**config.mk**
```make
export PLATFORM = sky130hd
export DESIGN_NAME = rdreq_traffic_gen
export DESIGN_NICKNAME = d
export VERILOG_FILES = /design/src/rtl/rtg_pkg.sv /design/src/rtl/rtg_rst_sync.sv /design/src/rtl/rtg_step_seq.sv /design/src/rtl/rtg_strobe_gen.sv /design/src/rtl/rtg_hdr_reg.sv /design/src/rtl/rdreq_traffic_gen.sv
export SDC_FILE = /design/constraint.sdc
export NUM_CORES = 1
export LEC_CHECK = 0
export ABC_AREA = 0
export CORE_MARGIN = 4
export CORE_UTILIZATION = 36
export CTS_CLUSTER_SIZE = 25
export DETAILED_ROUTE_END_ITERATION = 10
export GPL_ROUTABILITY_DRIVEN = 0
export PLACE_DENSITY = 0.78
export SLEW_MARGIN = 20
export SYNTH_ARGS = -nofsm -noshare
export SYNTH_HDL_FRONTEND = slang
export SYNTH_HIERARCHICAL = 1
export SYNTH_SLANG_ARGS = --single-unit
```
**constraint.sdc**
```tcl
create_clock -name clk -period 0.9 [get_ports clk]
set_input_delay 0.135 -clock clk [delete_from_list [all_inputs] [get_ports clk]]
set_output_delay 0.135 -clock clk [all_outputs]
set_load 0.01 [all_outputs]
```
**src/rtl/rtg_pkg.sv**
```systemverilog
package rtg_pkg;

  localparam int CMD_W    = 5;
  localparam int DEV_W    = 10;
  localparam int ADDR_W   = 32;
  localparam int MARK_BIT = 0;
  localparam int CMD_LSB  = 4;
  localparam int DEV_LSB  = 11;
  localparam int ADDR_LSB = 36;
  localparam int HDR_W    = ADDR_LSB + ADDR_W;
  localparam int HALF_W   = ADDR_W / 2;

  typedef enum logic [2:0] {
    ST_PREP  = 3'd0,
    ST_SS    = 3'd1,
    ST_READ  = 3'd2,
    ST_WAIT  = 3'd3,
    ST_JUMP  = 3'd4
  } step_e;

  // Swap the two halves of the address word.
  function automatic logic [ADDR_W-1:0] swap_halves(input logic [ADDR_W-1:0] a);
    return {a[HALF_W-1:0], a[ADDR_W-1:HALF_W]};
  endfunction

  // Build a request header from its fields; every unnamed bit stays 0.
  function automatic logic [HDR_W-1:0] build_hdr(
    input logic [CMD_W-1:0]  cmd,
    input logic [DEV_W-1:0]  dev,
    input logic [ADDR_W-1:0] addr
  );
    logic [HDR_W-1:0] h;
    h                    = '0;
    h[MARK_BIT]          = 1'b1;
    h[CMD_LSB +: CMD_W]  = cmd;
    h[DEV_LSB +: DEV_W]  = dev;
    h[ADDR_LSB +: ADDR_W] = swap_halves(addr);
    return h;
  endfunction

endpackage

```
**src/rtl/rtg_rst_sync.sv**
```systemverilog
module rtg_rst_sync (
  input  logic clk,
  input  logic rst_n,
  output logic srst_n
);

  logic stage1_q;
  logic stage2_q;

  always_ff @(posedge clk or negedge rst_n) begin
    if (!rst_n) begin
      stage1_q <= 1'b0;
      stage2_q <= 1'b0;
    end else begin
      stage1_q <= 1'b1;
      stage2_q <= stage1_q;
    end
  end

  assign srst_n = stage2_q;

endmodule

```
**src/rtl/rtg_step_seq.sv**
```systemverilog
module rtg_step_seq
  import rtg_pkg::*;
#(
  parameter int CNT_W     = 5,
  parameter int PREP_LEN  = 4,
  parameter int SS_LOW    = 5,
  parameter int SS_HI_END = 10,
  parameter int READ_LEN  = 4,
  parameter int WAIT_CYC  = 10
) (
  input  logic             clk,
  input  logic             srst_n,
  output step_e            step_o,
  output logic [CNT_W-1:0] cnt_o,
  output logic             bad_o
);

  localparam logic [CNT_W-1:0] PREP_LAST = CNT_W'(PREP_LEN);
  localparam logic [CNT_W-1:0] SS_LAST   = CNT_W'(SS_HI_END);
  localparam logic [CNT_W-1:0] READ_LAST = CNT_W'(READ_LEN);
  localparam logic [CNT_W-1:0] WAIT_LAST = CNT_W'(WAIT_CYC);
  localparam logic [CNT_W-1:0] CNT_MAX   = CNT_W'(SS_HI_END + 1);

  step_e            step_q, step_d;
  logic [CNT_W-1:0] cnt_q, cnt_d;
  logic             bad_d;

  // Next step and counter: each step counts, then clears the counter and advances.
  always_comb begin
    step_d = step_q;
    cnt_d  = cnt_q + CNT_W'(1);
    bad_d  = 1'b0;
    case (step_q)
      ST_PREP: begin
        if (cnt_q >= PREP_LAST) begin
          cnt_d  = '0;
          step_d = ST_SS;
        end
      end
      ST_SS: begin
        if (cnt_q > SS_LAST) begin
          cnt_d  = '0;
          step_d = ST_READ;
        end
      end
      ST_READ: begin
        if (cnt_q >= READ_LAST) begin
          cnt_d  = '0;
          step_d = ST_WAIT;
        end
      end
      ST_WAIT: begin
        if (cnt_q >= WAIT_LAST) begin
          cnt_d  = '0;
          step_d = ST_JUMP;
        end
      end
      ST_JUMP: begin
        cnt_d  = cnt_q;
        step_d = ST_READ;
      end
      default: begin
        cnt_d  = cnt_q;
        bad_d  = 1'b1;
      end
    endcase
  end

  always_ff @(posedge clk or negedge srst_n) begin
    if (!srst_n) begin
      step_q <= ST_PREP;
      cnt_q  <= '0;
    end else begin
      step_q <= step_d;
      cnt_q  <= cnt_d;
    end
  end

  assign step_o = step_q;
  assign cnt_o  = cnt_q;
  assign bad_o  = bad_d;

  // the jump step always lands on the read step
  p_jump_to_read_r7: assert property (@(posedge clk) disable iff (!srst_n)
    (step_q == ST_JUMP) |=> (step_q == ST_READ));

  // the preparation step leaves after its last count
  p_prep_exit_r2: assert property (@(posedge clk) disable iff (!srst_n)
    (step_q == ST_PREP && cnt_q == PREP_LAST) |=> (step_q == ST_SS && cnt_q == '0));

  // no step counts past the end of the start/stop step
  p_cnt_bound_r3: assert property (@(posedge clk) disable iff (!srst_n)
    cnt_q <= CNT_MAX);

  // the start/stop step ends only from its final count
  p_ss_exit_r3: assert property (@(posedge clk) disable iff (!srst_n)
    (step_q == ST_SS && cnt_q < CNT_MAX) |=> (step_q == ST_SS));

endmodule

```
**src/rtl/rtg_strobe_gen.sv**
```systemverilog
module rtg_strobe_gen
  import rtg_pkg::*;
#(
  parameter int CNT_W     = 5,
  parameter int PREP_LEN  = 4,
  parameter int SS_LOW    = 5,
  parameter int SS_HI_END = 10,
  parameter int SEND_LEN  = 2,
  parameter int READ_LEN  = 4,
  parameter int REQ_W     = 5,
  parameter int REQ_READ  = 16,
  parameter int AUX_N     = 5,
  parameter int AUX_W     = 8
) (
  input  logic                   clk,
  input  logic                   srst_n,
  input  step_e                  step_i,
  input  logic [CNT_W-1:0]       cnt_i,
  input  logic                   bad_i,
  output logic                   send_o,
  output logic                   load_o,
  output logic                   ss_o,
  output logic                   err_o,
  output logic [REQ_W-1:0]       req_o,
  output logic [AUX_N*AUX_W-1:0] aux_o
);

  localparam logic [CNT_W-1:0] PREP_LAST  = CNT_W'(PREP_LEN);
  localparam logic [CNT_W-1:0] SS_LO_LAST = CNT_W'(SS_LOW);
  localparam logic [CNT_W-1:0] SS_LAST    = CNT_W'(SS_HI_END);
  localparam logic [CNT_W-1:0] SEND_LAST  = CNT_W'(SEND_LEN);
  localparam logic [CNT_W-1:0] READ_LAST  = CNT_W'(READ_LEN);
  localparam logic [REQ_W-1:0] REQ_CODE   = REQ_W'(REQ_READ);

  logic             send_q, send_d;
  logic             load_q, load_d;
  logic             ss_q, ss_d;
  logic             err_q, err_d;
  logic [REQ_W-1:0] req_q, req_d;
  logic             aux_en;

  // Strobe decisions for the current step and count; untouched strobes hold.
  always_comb begin
    send_d = send_q;
    load_d = load_q;
    ss_d   = ss_q;
    req_d  = req_q;
    err_d  = err_q | bad_i;
    aux_en = 1'b0;
    case (step_i)
      ST_PREP: begin
        req_d  = '0;
        send_d = 1'b0;
        ss_d   = 1'b0;
        load_d = (cnt_i < PREP_LAST);
        aux_en = 1'b1;
      end
      ST_SS: begin
        ss_d   = (cnt_i >= SS_LO_LAST) && (cnt_i <= SS_LAST);
        load_d = (cnt_i <= SS_LAST);
      end
      ST_READ: begin
        req_d  = REQ_CODE;
        send_d = (cnt_i < SEND_LAST);
        load_d = (cnt_i < READ_LAST);
      end
      ST_WAIT, ST_JUMP: begin
      end
      default: begin
        send_d = 1'b0;
        load_d = 1'b0;
        ss_d   = 1'b0;
      end
    endcase
  end

  always_ff @(posedge clk or negedge srst_n) begin
    if (!srst_n) begin
      send_q <= 1'b0;
      load_q <= 1'b0;
      ss_q   <= 1'b0;
      err_q  <= 1'b0;
      req_q  <= '0;
    end else begin
      send_q <= send_d;
      load_q <= load_d;
      ss_q   <= ss_d;
      err_q  <= err_d;
      req_q  <= req_d;
    end
  end

  // One register per auxiliary word, loaded with its own index.
  for (genvar k = 0; k < AUX_N; k++) begin : g_aux
    logic [AUX_W-1:0] word_q;
    always_ff @(posedge clk or negedge srst_n) begin
      if (!srst_n)     word_q <= '0;
      else if (aux_en) word_q <= AUX_W'(k);
    end
    assign aux_o[k*AUX_W +: AUX_W] = word_q;
  end

  assign send_o = send_q;
  assign load_o = load_q;
  assign ss_o   = ss_q;
  assign err_o  = err_q;
  assign req_o  = req_q;

  // send is never high without load
  p_send_needs_load_r4: assert property (@(posedge clk) disable iff (!srst_n)
    send_q |-> load_q);

  // start/stop and send never overlap
  p_ss_excl_r3: assert property (@(posedge clk) disable iff (!srst_n)
    ss_q |-> !send_q);

  // a send carries the read request code
  p_send_code_r4: assert property (@(posedge clk) disable iff (!srst_n)
    send_q |-> (req_q == REQ_CODE));

  // the error flag is sticky
  p_err_sticky_r8: assert property (@(posedge clk) disable iff (!srst_n)
    err_q |=> err_q);

endmodule

```
**src/rtl/rtg_hdr_reg.sv**
```systemverilog
module rtg_hdr_reg
  import rtg_pkg::*;
#(
  parameter logic [ADDR_W-1:0] RD_ADDR = 32'h0123_4567,
  parameter logic [CMD_W-1:0]  RD_CMD  = '0,
  parameter logic [DEV_W-1:0]  DEV_ID  = '0
) (
  input  logic             clk,
  input  logic             srst_n,
  input  step_e            step_i,
  output logic [HDR_W-1:0] hdr_o
);

  logic [HDR_W-1:0] hdr_q;
  logic [HDR_W-1:0] hdr_d;
  logic             hdr_en;

  always_comb begin
    hdr_en = (step_i == ST_READ);
    hdr_d  = build_hdr(RD_CMD, DEV_ID, RD_ADDR);
  end

  always_ff @(posedge clk or negedge srst_n) begin
    if (!srst_n)     hdr_q <= '0;
    else if (hdr_en) hdr_q <= hdr_d;
  end

  assign hdr_o = hdr_q;

  // the header changes only on read cycles
  p_hdr_hold_r5: assert property (@(posedge clk) disable iff (!srst_n)
    !hdr_en |=> $stable(hdr_q));

  // a non-empty header always carries its marker bit
  p_hdr_mark_r5: assert property (@(posedge clk) disable iff (!srst_n)
    (hdr_q != '0) |-> hdr_q[MARK_BIT]);

endmodule

```
**src/rtl/rdreq_traffic_gen.sv**
```systemverilog
module rdreq_traffic_gen
  import rtg_pkg::*;
#(
  parameter int                CNT_W     = 5,
  parameter int                PREP_LEN  = 4,
  parameter int                SS_LOW    = 5,
  parameter int                SS_HI_END = 10,
  parameter int                SEND_LEN  = 2,
  parameter int                READ_LEN  = 4,
  parameter int                WAIT_CYC  = 10,
  parameter int                REQ_W     = 5,
  parameter int                REQ_READ  = 16,
  parameter int                AUX_N     = 5,
  parameter int                AUX_W     = 8,
  parameter logic [ADDR_W-1:0] RD_ADDR   = 32'h0123_4567
) (
  input  logic                   clk,
  input  logic                   rst_n,
  output logic [HDR_W-1:0]       hdr_o,
  output logic [REQ_W-1:0]       req_type_o,
  output logic [AUX_N*AUX_W-1:0] aux_o,
  output logic                   send_o,
  output logic                   load_o,
  output logic                   ss_o,
  output logic                   err_o
);

  logic             srst_n;
  step_e            step;
  logic [CNT_W-1:0] cnt;
  logic             bad;

  rtg_rst_sync u_rst_sync (
    .clk    (clk),
    .rst_n  (rst_n),
    .srst_n (srst_n)
  );

  rtg_step_seq #(
    .CNT_W     (CNT_W),
    .PREP_LEN  (PREP_LEN),
    .SS_LOW    (SS_LOW),
    .SS_HI_END (SS_HI_END),
    .READ_LEN  (READ_LEN),
    .WAIT_CYC  (WAIT_CYC)
  ) u_step_seq (
    .clk    (clk),
    .srst_n (srst_n),
    .step_o (step),
    .cnt_o  (cnt),
    .bad_o  (bad)
  );

  rtg_strobe_gen #(
    .CNT_W     (CNT_W),
    .PREP_LEN  (PREP_LEN),
    .SS_LOW    (SS_LOW),
    .SS_HI_END (SS_HI_END),
    .SEND_LEN  (SEND_LEN),
    .READ_LEN  (READ_LEN),
    .REQ_W     (REQ_W),
    .REQ_READ  (REQ_READ),
    .AUX_N     (AUX_N),
    .AUX_W     (AUX_W)
  ) u_strobe_gen (
    .clk    (clk),
    .srst_n (srst_n),
    .step_i (step),
    .cnt_i  (cnt),
    .bad_i  (bad),
    .send_o (send_o),
    .load_o (load_o),
    .ss_o   (ss_o),
    .err_o  (err_o),
    .req_o  (req_type_o),
    .aux_o  (aux_o)
  );

  rtg_hdr_reg #(
    .RD_ADDR (RD_ADDR)
  ) u_hdr_reg (
    .clk    (clk),
    .srst_n (srst_n),
    .step_i (step),
    .hdr_o  (hdr_o)
  );

  // reset leaves every strobe low
  p_reset_quiet_r1: assert property (@(posedge clk)
    !srst_n |-> (!send_o && !load_o && !ss_o && !err_o));

endmodule

```
# ---- Word level (Yosys, flattened, before mapping)
# Cells that the tools add are included.
dict set report classes {
  order_cmp 7
  n_bitwise 1
  eq_ne 8
  n_reduce_logical 11
  muxes 15
  add_sub_neg 1
}
# op n
set op_table {}
lappend op_table {{two-way mux 5 bit} 3}
lappend op_table {{one-hot mux 3 bit (5 select lines)} 1}
lappend op_table {{one-hot mux 5 bit (3 select lines)} 1}
lappend op_table {{two-way mux 3 bit} 4}
lappend op_table {{>= comparator 5 x 3 -> 1 bit, second input constant} 2}
lappend op_table {{one-hot mux 5 bit (2 select lines)} 1}
lappend op_table {{== test 3 x 2 -> 1 bit, second input constant} 2}
lappend op_table {{!= test 2 x 1 -> 1 bit, second input constant} 3}
lappend op_table {{OR reduction 3 bit} 2}
lappend op_table {{adder 5 x 1 -> 5 bit, second input constant} 1}
lappend op_table {{>= comparator 5 x 4 -> 1 bit, second input constant} 1}
lappend op_table {{greater-than comparator 5 x 4 -> 1 bit, second input constant} 1}
lappend op_table {{less-or-equal comparator 5 x 4 -> 1 bit, second input constant} 1}
lappend op_table {{< comparator 5 x 2 -> 1 bit, second input constant} 1}
lappend op_table {{< comparator 5 x 3 -> 1 bit, second input constant} 1}
lappend op_table {{AND reduction 5 bit} 1}
lappend op_table {{nonzero test 5 bit} 1}
lappend op_table {{OR reduction 5 bit} 1}
lappend op_table {{one-hot mux 1 bit (2 select lines)} 2}
lappend op_table {{OR reduction 2 bit} 2}
lappend op_table {{== test 3 x 1 -> 1 bit, second input constant} 1}
lappend op_table {{== test 3 bit, second input constant} 1}
lappend op_table {{logical NOT 3 bit} 1}
lappend op_table {{one-hot mux 1 bit (3 select lines)} 1}
lappend op_table {{6 further kinds} 7}
dict set report totals {
  out_inout_bits 117
  register_bits 22
  input_bits 2
  elab_cells 55
}

# ---- Longest topological paths before layout
# Gate-level depths: netlist of the first run.
dict set report logic_depth {
  ltp_word 4
  depth_mapped 5
  mapped_depth_nobuf 4
}

# ---- Hierarchy
# Netlist of the first run, hierarchy kept.
# module cells_each seq_area_each_um2 area_each_um2 n_inst
set by_module_without_submodules {}
lappend by_module_without_submodules {rtg_strobe_gen 75 150.1 669.4 1}
lappend by_module_without_submodules {rtg_hdr_reg 71 25.0 545.5 1}
lappend by_module_without_submodules {rtg_step_seq 55 200.2 500.5 1}
lappend by_module_without_submodules {rtg_rst_sync 3 50.0 53.8 1}

# ---- Worst setup path before layout of the first run
# No wires, ideal clock.
dict set report synth_path {
  path_kind {reg2reg}
  startpoint {reg u_step_seq.step_q[2], in the netlist u_step_seq/step_o[2]}
  endpoint {reg u_step_seq.cnt_q[2], in the netlist u_step_seq/cnt_o[2]}
  setup_ps 78
  setup_slack_ps -524
  stages_incl_launch_ff 6
  required_time_ps 822
  t_arrival_ps 1346
  period_less_slack_ps 1424
  path_buffers 1
  path_cell_list {dfrtp_1 > clkbuf_1 > nor4_2 > a31oi_1 > or3_1 > o2bb2ai_1}
}
dict set report synth_via {
  elab_chain_cells 3
  word_cells_on_any_way 7
  classes_between {3 x eq/ne; 1 x mux; 3 x reduce/logical}
}
# item line_no
set synth_rtl {}
lappend synth_rtl {{from (decl)} rtg_step_seq.sv:24} ;# step_e step_q, step_d;
lappend synth_rtl {{from (signal assigned)} rtg_step_seq.sv:74} ;# step_q <= step_d;
lappend synth_rtl {{== test 3 x 2 -> 1 bit or logical NOT 3 bit (tied branches)} rtg_step_seq.sv:33} ;# case (step_q)
lappend synth_rtl {{OR reduction 2 bit (no source line)} --}
lappend synth_rtl {{one-hot mux 5 bit (3 select lines) or nonzero test 3 bit (tied branches)} --}
lappend synth_rtl {{to (signal assigned)} rtg_step_seq.sv:75} ;# cnt_q <= cnt_d;
lappend synth_rtl {{to (decl)} rtg_step_seq.sv:25} ;# logic [CNT_W-1:0] cnt_q, cnt_d;
# Parallel ways exist; a longest one is shown, timed or not.
# A chain may end at the register's enable or synchronous reset.

# ---- Worst setup path in the final report of the first run
dict set report layout_path {
  startpoint {reg u_step_seq.cnt_q[4], in the netlist u_step_seq/cnt_o[4]}
  endpoint {reg u_step_seq.cnt_q[2], in the netlist u_step_seq/cnt_o[2]}
}
dict set report layout_via {
  elab_chain_cells 3
  word_cells_on_any_way 7
  classes_between {3 x order compare; 4 x mux}
}
# item line_no
set layout_rtl {}
lappend layout_rtl {{>= comparator 5 x 4 -> 1 bit, or another cell as far along} rtg_step_seq.sv:53} ;# if (cnt_q >= WAIT_LAST) begin
lappend layout_rtl {{two-way mux 5 bit (on tied branches)} --}
lappend layout_rtl {{one-hot mux 5 bit (3 select lines) *} rtg_step_seq.sv:33}
# Every way passes the cells marked *; elsewhere a longest branch is shown, timed or not.

==> flow_metrics.py, run 1 <==
metrics = {
    "status": {
        "status": "finished, violations left",
        "violations": "setup timing",
    },
    "timing": {
        "tns_ns": -9.27,
        "setup_ws_ns": -0.563,
        "fin_skew_ns": 0.00715,
        "rsz0062_at_grt": "yes",
        "post-route-period-util_pct": 163,
        "fin_hold_ws_ns": 0.0305,
        "clock.fmax_mhz": 683,
        "finalHoldViolations": 0,
        "period_needed_ns": 1.46,
        "slew_viol_final": 0,
        "finalSetupViolations": 35,
    },
    "global_routing": {
        "first_global_vias": 1128,
        "met1_usage_pct": 10.4,
        "grt_pass1_wl_um": 5110,
        "met2_usage_pct": 20.1,
        "track_usage_pct": 10.5,
        "antenna_found_initial": 0,
        "grt_max_degree": 16,
        "busiest_layer": "met2",
        "grt-ovfl-total": 0,
        "use_met3_pct": 1.83,
    },
    "pwr": {
        "power.density_nw_per_um2": 687,
        "peakVddDrop_mv": 0.529,
        "p_leak_nw": 1.18,
        "total_power_mw": 1.56,
    },
    "yosys": {
        "syn-instance-count": 204,
        "syn_area_sq_um": 1770,
        "ys_seq_elements": 17,
        "synth_warnings": 6,
        "syn_avg_cell_area_sq_um": 8.67,
        "synth_cell_type_count": 42,
        "yosysSeqAreaShare_pct": 24.0,
    },
    "cts": {
        "clk_path_buf_depth": 2,
        "cts_sinks": 17,
        "cts_htree_levels": 1,
        "cts.clk_slew.worst_paths_ns": 0.07,
        "cts_root_buffer": "clkbuf_8",
        "clk_latency_ns": 0.26,
        "hold_buffers": 0,
        "cts_tree": "built",
        "numCtsBuffers": 3,
    },
    "cells_and_area": {
        "area_growth_pct": 28.2,
        "num_antenna_cells": 0,
        "ff_latch_area_sq_um": 435,
        "multi_input_area_sq_um": 946,
        "nFillCells": 425,
        "drive_above_1_share_pct": 43.7,
        "instances_no_fill": 328,
        "nets": 266,
    },
    "hold_path": {
        "hold_class": "in2async",
    },
    "routing": {
        "viasPerCell": 3.93,
        "finalWirelength_um": 4000,
        "vias": 1290,
        "drt-initial-drc-count": 63,
        "wire_per_inst_um": 12.2,
        "drc": 0,
        "drtAntennaViolNets": 0,
        "drt_first_pass_iters": 4,
    },
    "floorplan": {
        "ios": 119,
        "die_h_um": 78.1,
        "dieWidth_um": 78.1,
        "placement_rows": 25,
        "die_area_sq_um": 6100,
        "core_area_sq_um": 4750,
        "initial_utilization_pct": 37.2,
    },
    "critical_path": {
        "cp-end-kind": "flop",
        "required_ns": 1.08,
        "cp_max_fo": 6,
        "critPathLaunchType": "flop",
        "cp.arrival_ns": 1.64,
        "path_class": "reg2reg",
    },
    "placed_design": {
        "portBuffers": 24,
        "place_hpwl_um": 2250,
        "placedCellCount": 299,
    },
    "job": {
        "maxCapViolCount": 0,
    },
}
-- metrics by stage --
stage / instance area, sq um / setup WS (ns) / utilization [%]
detailed placement: 1820 / -0.596 / 38.2
global placement: 1820 / -0.516 / 38.2
CTS: 2190 / -0.533 / 46.1
floorplan: 2160 / -0.501 / -
finish: 2270 / -0.563 / 47.7
global route: 2270 / -0.653 / 47.7
-- kinds of logic (layout without fill, tap and decap cells) --
family	Yosys count	after routing	synth area share (%)
buffers and inverters	120	85	49.9
multiplexers	1	1	0.636
other	3	95	0.636
adder cells (fa/ha/maj)	2	2	1.41
flip-flops	17	17	24.0
AND/OR/NAND/NOR	32	32	10.7
AO/OA/AOI/OAI	29	29	12.7
-- flip-flops by register name, summed over array words and instances (netlist names) --
name / cells
u_strobe_gen/g_aux.word_q: 1
u_strobe_gen/req_o: 1
u_strobe_gen/err_o: 1
u_step_seq/cnt_o: 5
u_strobe_gen/send_o: 1
u_hdr_reg/hdr_o: 1
u_rst_sync/stage1_q: 1
u_step_seq/step_o: 3
u_strobe_gen/ss_o: 1
u_rst_sync/srst_n: 1
u_strobe_gen/load_o: 1
-- per-layer routing --
layer  wire length (um)  part of all wire, %
met1               1350                   34
met4                124                  3.1
met3                323                  8.1
met5                  0                    0
met2               2200                   55
-- where the power goes --
group	internal, mW	leakage, nW	switching [mW]
combinational	0.00678	0.964	0.198
sequential	0.768	0.190	0.00127
clock	0.308	0.0255	0.276
total	1.08	1.18	0.475
-- cell usage after synthesis, drive strengths merged --
cell / n / area, sq um
or2: 3 / 18.8
o32ai: 1 / 8.76
inv: 5 / 18.8
a22oi: 1 / 7.51
ha: 2 / 25.0
or3: 2 / 12.5
o311ai: 1 / 8.76
dfrtp: 17 / 425
mux2: 1 / 11.3
o22a: 1 / 8.76
conb: 3 / 11.3
nand3: 1 / 5.00
nor3: 5 / 25.0
nand2: 7 / 26.3
nor4: 2 / 25.0
nor3b: 3 / 27.5
a311oi: 1 / 8.76
nor2: 6 / 22.5
a2111oi: 1 / 27.5
clkbuf: 2 / 11.3
o21a: 1 / 7.51
o21ai: 9 / 45.0
o31ai: 1 / 7.51
nor2b: 1 / 6.26
buf: 113 / 853
a21oi: 3 / 15.0
o211ai: 1 / 7.51
nand2b: 2 / 20.0
a31oi: 1 / 6.26
a21bo: 1 / 10.0
a21o: 2 / 15.0
o311a: 1 / 11.3
o2bb2ai: 1 / 8.76
a211oi: 2 / 20.0
-- critical path, cell delays in order (launching register included) --
cell and delay (ns):
dfrtp_2 0.48, nor4_4 0.33, a31oi_2 0.10, or3_1 0.35
o2bb2ai_1 0.13
-- area by class of cell --
class | instances | share of cell area, %
inverter | 5 | 1.16
clock buffer | 3 | 1.82
multi-input combinational | 159 | 41.7
sequential | 17 | 19.2
timing repair buffer | 76 | 32.2
tap | 67 | 3.70
clock inverter | 1 | 0.221
-- what timing repair did --
| item | CTS | global route |
|---|---|---|
| buffers inserted | 21 | 7 |
| setup endpoints to repair | 38 | 38 |
| gates resized for setup | 154 | 19 |
| pin swaps | 9 | 4 |
| gates cloned | 0 | 0 |
-- path summary, 6_finish.rpt --
| kind | start | endpoint | slack (ns) | cells after the start |
|---|---|---|---|---|
| hold / removal | rst_n | u_rst_sync/stage1_q$_DFF_PN0_ | 0.03 | 1 |
| min in group clk | u_rst_sync/stage1_q$_DFF_PN0_ | u_rst_sync/srst_n$_DFF_PN0_ | 0.35 | 0 |
| hold reg to reg | u_rst_sync/srst_n$_DFF_PN0_ | u_step_seq/step_o[0]$_DFFE_PN0P_ | 0.20 | 1 |
| setup reg to reg | u_step_seq/cnt_o[4]$_DFFE_PN0P_ | u_step_seq/cnt_o[2]$_DFFE_PN0P_ | -0.56 | 4 |
| setup / recovery | u_step_seq/cnt_o[4]$_DFFE_PN0P_ | u_step_seq/cnt_o[2]$_DFFE_PN0P_ | -0.56 | 4 |
| max in group asynchronous | u_rst_sync/srst_n$_DFF_PN0_ | u_step_seq/cnt_o[0]$_DFFE_PN0P_ | 0.50 | 1 |
-- layout by cell type (no fill, tap or decap), types with 3 or more instances in the layout --
cell,synthesis,final
nand2_1,7,7
inv_1,5,3
dfrtp_2,0,8
clkbuf_8,0,3
nor3_1,5,3
conb_1,3,95
buf_6,2,34
buf_4,110,31
buf_12,0,3
o21ai_1,2,6
dfrtp_1,17,9
buf_2,1,6
nor2_4,0,3
No activity file was read; power rests on OpenSTA's default activity.
==> inputs of run 2 (changes only) <==
ABC_AREA = default   (was 0)
REMOVE_ABC_BUFFERS = 1   (was default)
==> run 2 against run 1 <==
Against the previous run: the run still ends with setup timing left; final cell count did not move; global-route usage rose by 1.3 points; total power rose by 0.59%; clock skew fell by 0.0044 ns; flip-flop and latch count did not move; sequential share of layout area rose by 0.27 points; via count fell by 1.6%; sequential power barely moved; wire length rose by 2.4%; critical path depth did not move; worst hold slack improved by 0.0053 ns; setup slack got worse by 0.061 ns; critical path type unchanged.
==> flow_metrics.py, run 2 (synthesis gave the netlist of run 1 again) <==
metrics = {
    "cells_and_area": {
        "area_growth_pct": 26.5,
        "final_cell_mix": "conb_1, buf_6, buf_4",
        "final_util_pct": 47.1,
        "largest_register_ffs": 5,
        "nets": 266,
        "final_area_sq_um": 2240,
        "final_common_cell": "conb_1",
        "drive_above_1_share_pct": 43.7,
        "num_antenna_cells": 0,
    },
    "timing": {
        "tns_ns": -10.45,
        "setup_ws_ns": -0.624,
        "finalSetupViolations": 38,
        "clock.fmax_mhz": 656,
        "fin_skew_ns": 0.00271,
        "finalHoldViolations": 0,
        "period_needed_ns": 1.52,
        "slew_viol_final": 0,
        "post-route-period-util_pct": 169,
        "rsz0062_at_grt": "yes",
    },
    "floorplan": {
        "core_area_sq_um": 4750,
        "placement_rows": 25,
        "dieWidth_um": 78.1,
        "die_area_sq_um": 6100,
        "die_h_um": 78.1,
        "initial_utilization_pct": 37.2,
        "ios": 119,
    },
    "critical_path": {
        "cp.arrival_ns": 1.70,
        "r2r_start": "u_step_seq/cnt_o[4]$_DFFE_PN0P_",
        "crit_end": "u_step_seq/cnt_o[2]$_DFFE_PN0P_",
        "reg2reg_setup_slack_ns": -0.62,
        "cp_max_fo": 5,
        "path_class": "reg2reg",
        "r2r_cells": 4,
        "cp-end-kind": "flop",
        "critPathLaunchType": "flop",
        "required_ns": 1.08,
        "r2r_end": "u_step_seq/cnt_o[2]$_DFFE_PN0P_",
        "crit_start": "u_step_seq/cnt_o[4]$_DFFE_PN0P_",
    },
    "pwr": {
        "seqPwrFrac_pct": 49.1,
        "internal_power_mw": 1.09,
        "total_power_mw": 1.57,
        "power.density_nw_per_um2": 700,
        "peakVddDrop_mv": 0.541,
        "power_frac_clock_pct": 37.7,
        "combPwrFrac_pct": 13.2,
        "swShare_pct": 30.5,
        "p_leak_nw": 1.14,
        "p_sw_uw": 477,
    },
    "routing": {
        "drtAntennaViolNets": 0,
        "viasPerCell": 3.87,
        "drt-initial-drc-count": 71,
        "drt_first_pass_iters": 4,
        "wire_per_inst_um": 12.5,
        "finalWirelength_um": 4090,
        "drc": 0,
        "vias": 1269,
    },
    "hold_path": {
        "hold_class": "in2async",
    },
    "cts": {
        "cts_htree_levels": 1,
        "cts.clk_slew.worst_paths_ns": 0.07,
        "cts_root_buffer": "clkbuf_8",
        "clk_path_buf_depth": 2,
        "numCtsBuffers": 3,
        "clk_latency_ns": 0.26,
        "cts_sinks": 17,
        "cts_tree": "built",
    },
    "status": {
        "violations": "setup timing",
        "status": "finished, violations left",
    },
    "placed_design": {
        "place_hpwl_um": 2410,
        "portBuffers": 24,
        "placed_cell_area_sq_um": 1810,
    },
    "global_routing": {
        "grt-ovfl-total": 0,
        "track_usage_pct": 11.8,
        "grt_pass1_wl_um": 5730,
        "antenna_found_initial": 0,
        "grt_max_degree": 16,
        "first_global_vias": 1181,
    },
    "job": {
        "maxCapViolCount": 0,
    },
}
run 2: cell types whose count changed in the layout (fill, tap and decap cells not counted), moves of 2 or more:
cell    delta
nor3_1     -2
nor3_2     +2
buf_6      +4
nor2_4     -2
run 2: repair_timing:
item,in CTS,in global routing
gates resized for setup,158,14
endpoints found under the hold margin,0,0
endpoints found under the setup margin,38,38
pin swaps,13,9
hold buffers,0,0
setup buffers,19,3
run 2: area by class of cell:
class | count | area, sq um
Multi-Input combinational cell | 159 | 922
Timing Repair Buffer | 76 | 728
Sequential cell | 17 | 435
Fill cell | 436 | 2520
Tap cell | 67 | 83.8
Clock buffer | 4 | 45.0
Inverter | 5 | 22.5
run 2: layer usage:
metal | vias to the layer above | track usage (%) | part of all wire, %
met4 | 0 | 3.15 | 2.2
li1 | 578 | - | -
met2 | 75 | 21.0 | 53
met1 | 603 | 13.4 | 36
met5 | - | 0 | 0
met3 | 13 | 3.90 | 8.4
run 2: critical path, cell delays in order (launching register included):
cell and delay (ns):
dfrtp_2 0.47, a211oi_2 0.34, nor4_2 0.11, or3_4 0.39, o2bb2ai_2 0.14
run 2: how the worst min path moves through the flow:
stage / start / endpoint / slack, ns / depth (start not counted)
after CTS: rst_n / u_rst_sync/stage1_q$_DFF_PN0_ / 0.03 / 1
after global placement: u_rst_sync/srst_n$_DFF_PN0_ / u_strobe_gen/req_o[4]$_DFFE_PN0N_ / 0.18 / 1
final: rst_n / u_rst_sync/stage1_q$_DFF_PN0_ / 0.04 / 1
after global routing: rst_n / u_rst_sync/srst_n$_DFF_PN0_ / 0.04 / 1
after detailed placement: u_rst_sync/srst_n$_DFF_PN0_ / u_strobe_gen/req_o[4]$_DFFE_PN0N_ / 0.19 / 1
after floorplan: rst_n / u_rst_sync/srst_n$_DFF_PN0_ / -0.16 / 0
run 2: per-stage QoR:
stage	setup WS, ns	std cells	hold slack (ns)
3_5_place_dp	-0.527	302	0.191
5_1_grt	-0.656	328	0.0439
3_3_place_gp	-0.457	302	0.178
2_1_floorplan	-0.511	181	-0.161
4_1_cts	-0.495	325	0.0325
6_report	-0.624	328	0.0359
run 2: power by group through the flow:
stage	combinational, mW	sequential, mW	clock, mW
2_1_floorplan	0.170	0.793	0
3_3_place_gp	0.192	0.784	0
3_5_place_dp	0.193	0.784	0
4_1_cts	0.193	0.769	0.609
5_1_grt	0.231	0.769	0.631
6_report	0.207	0.769	0.591
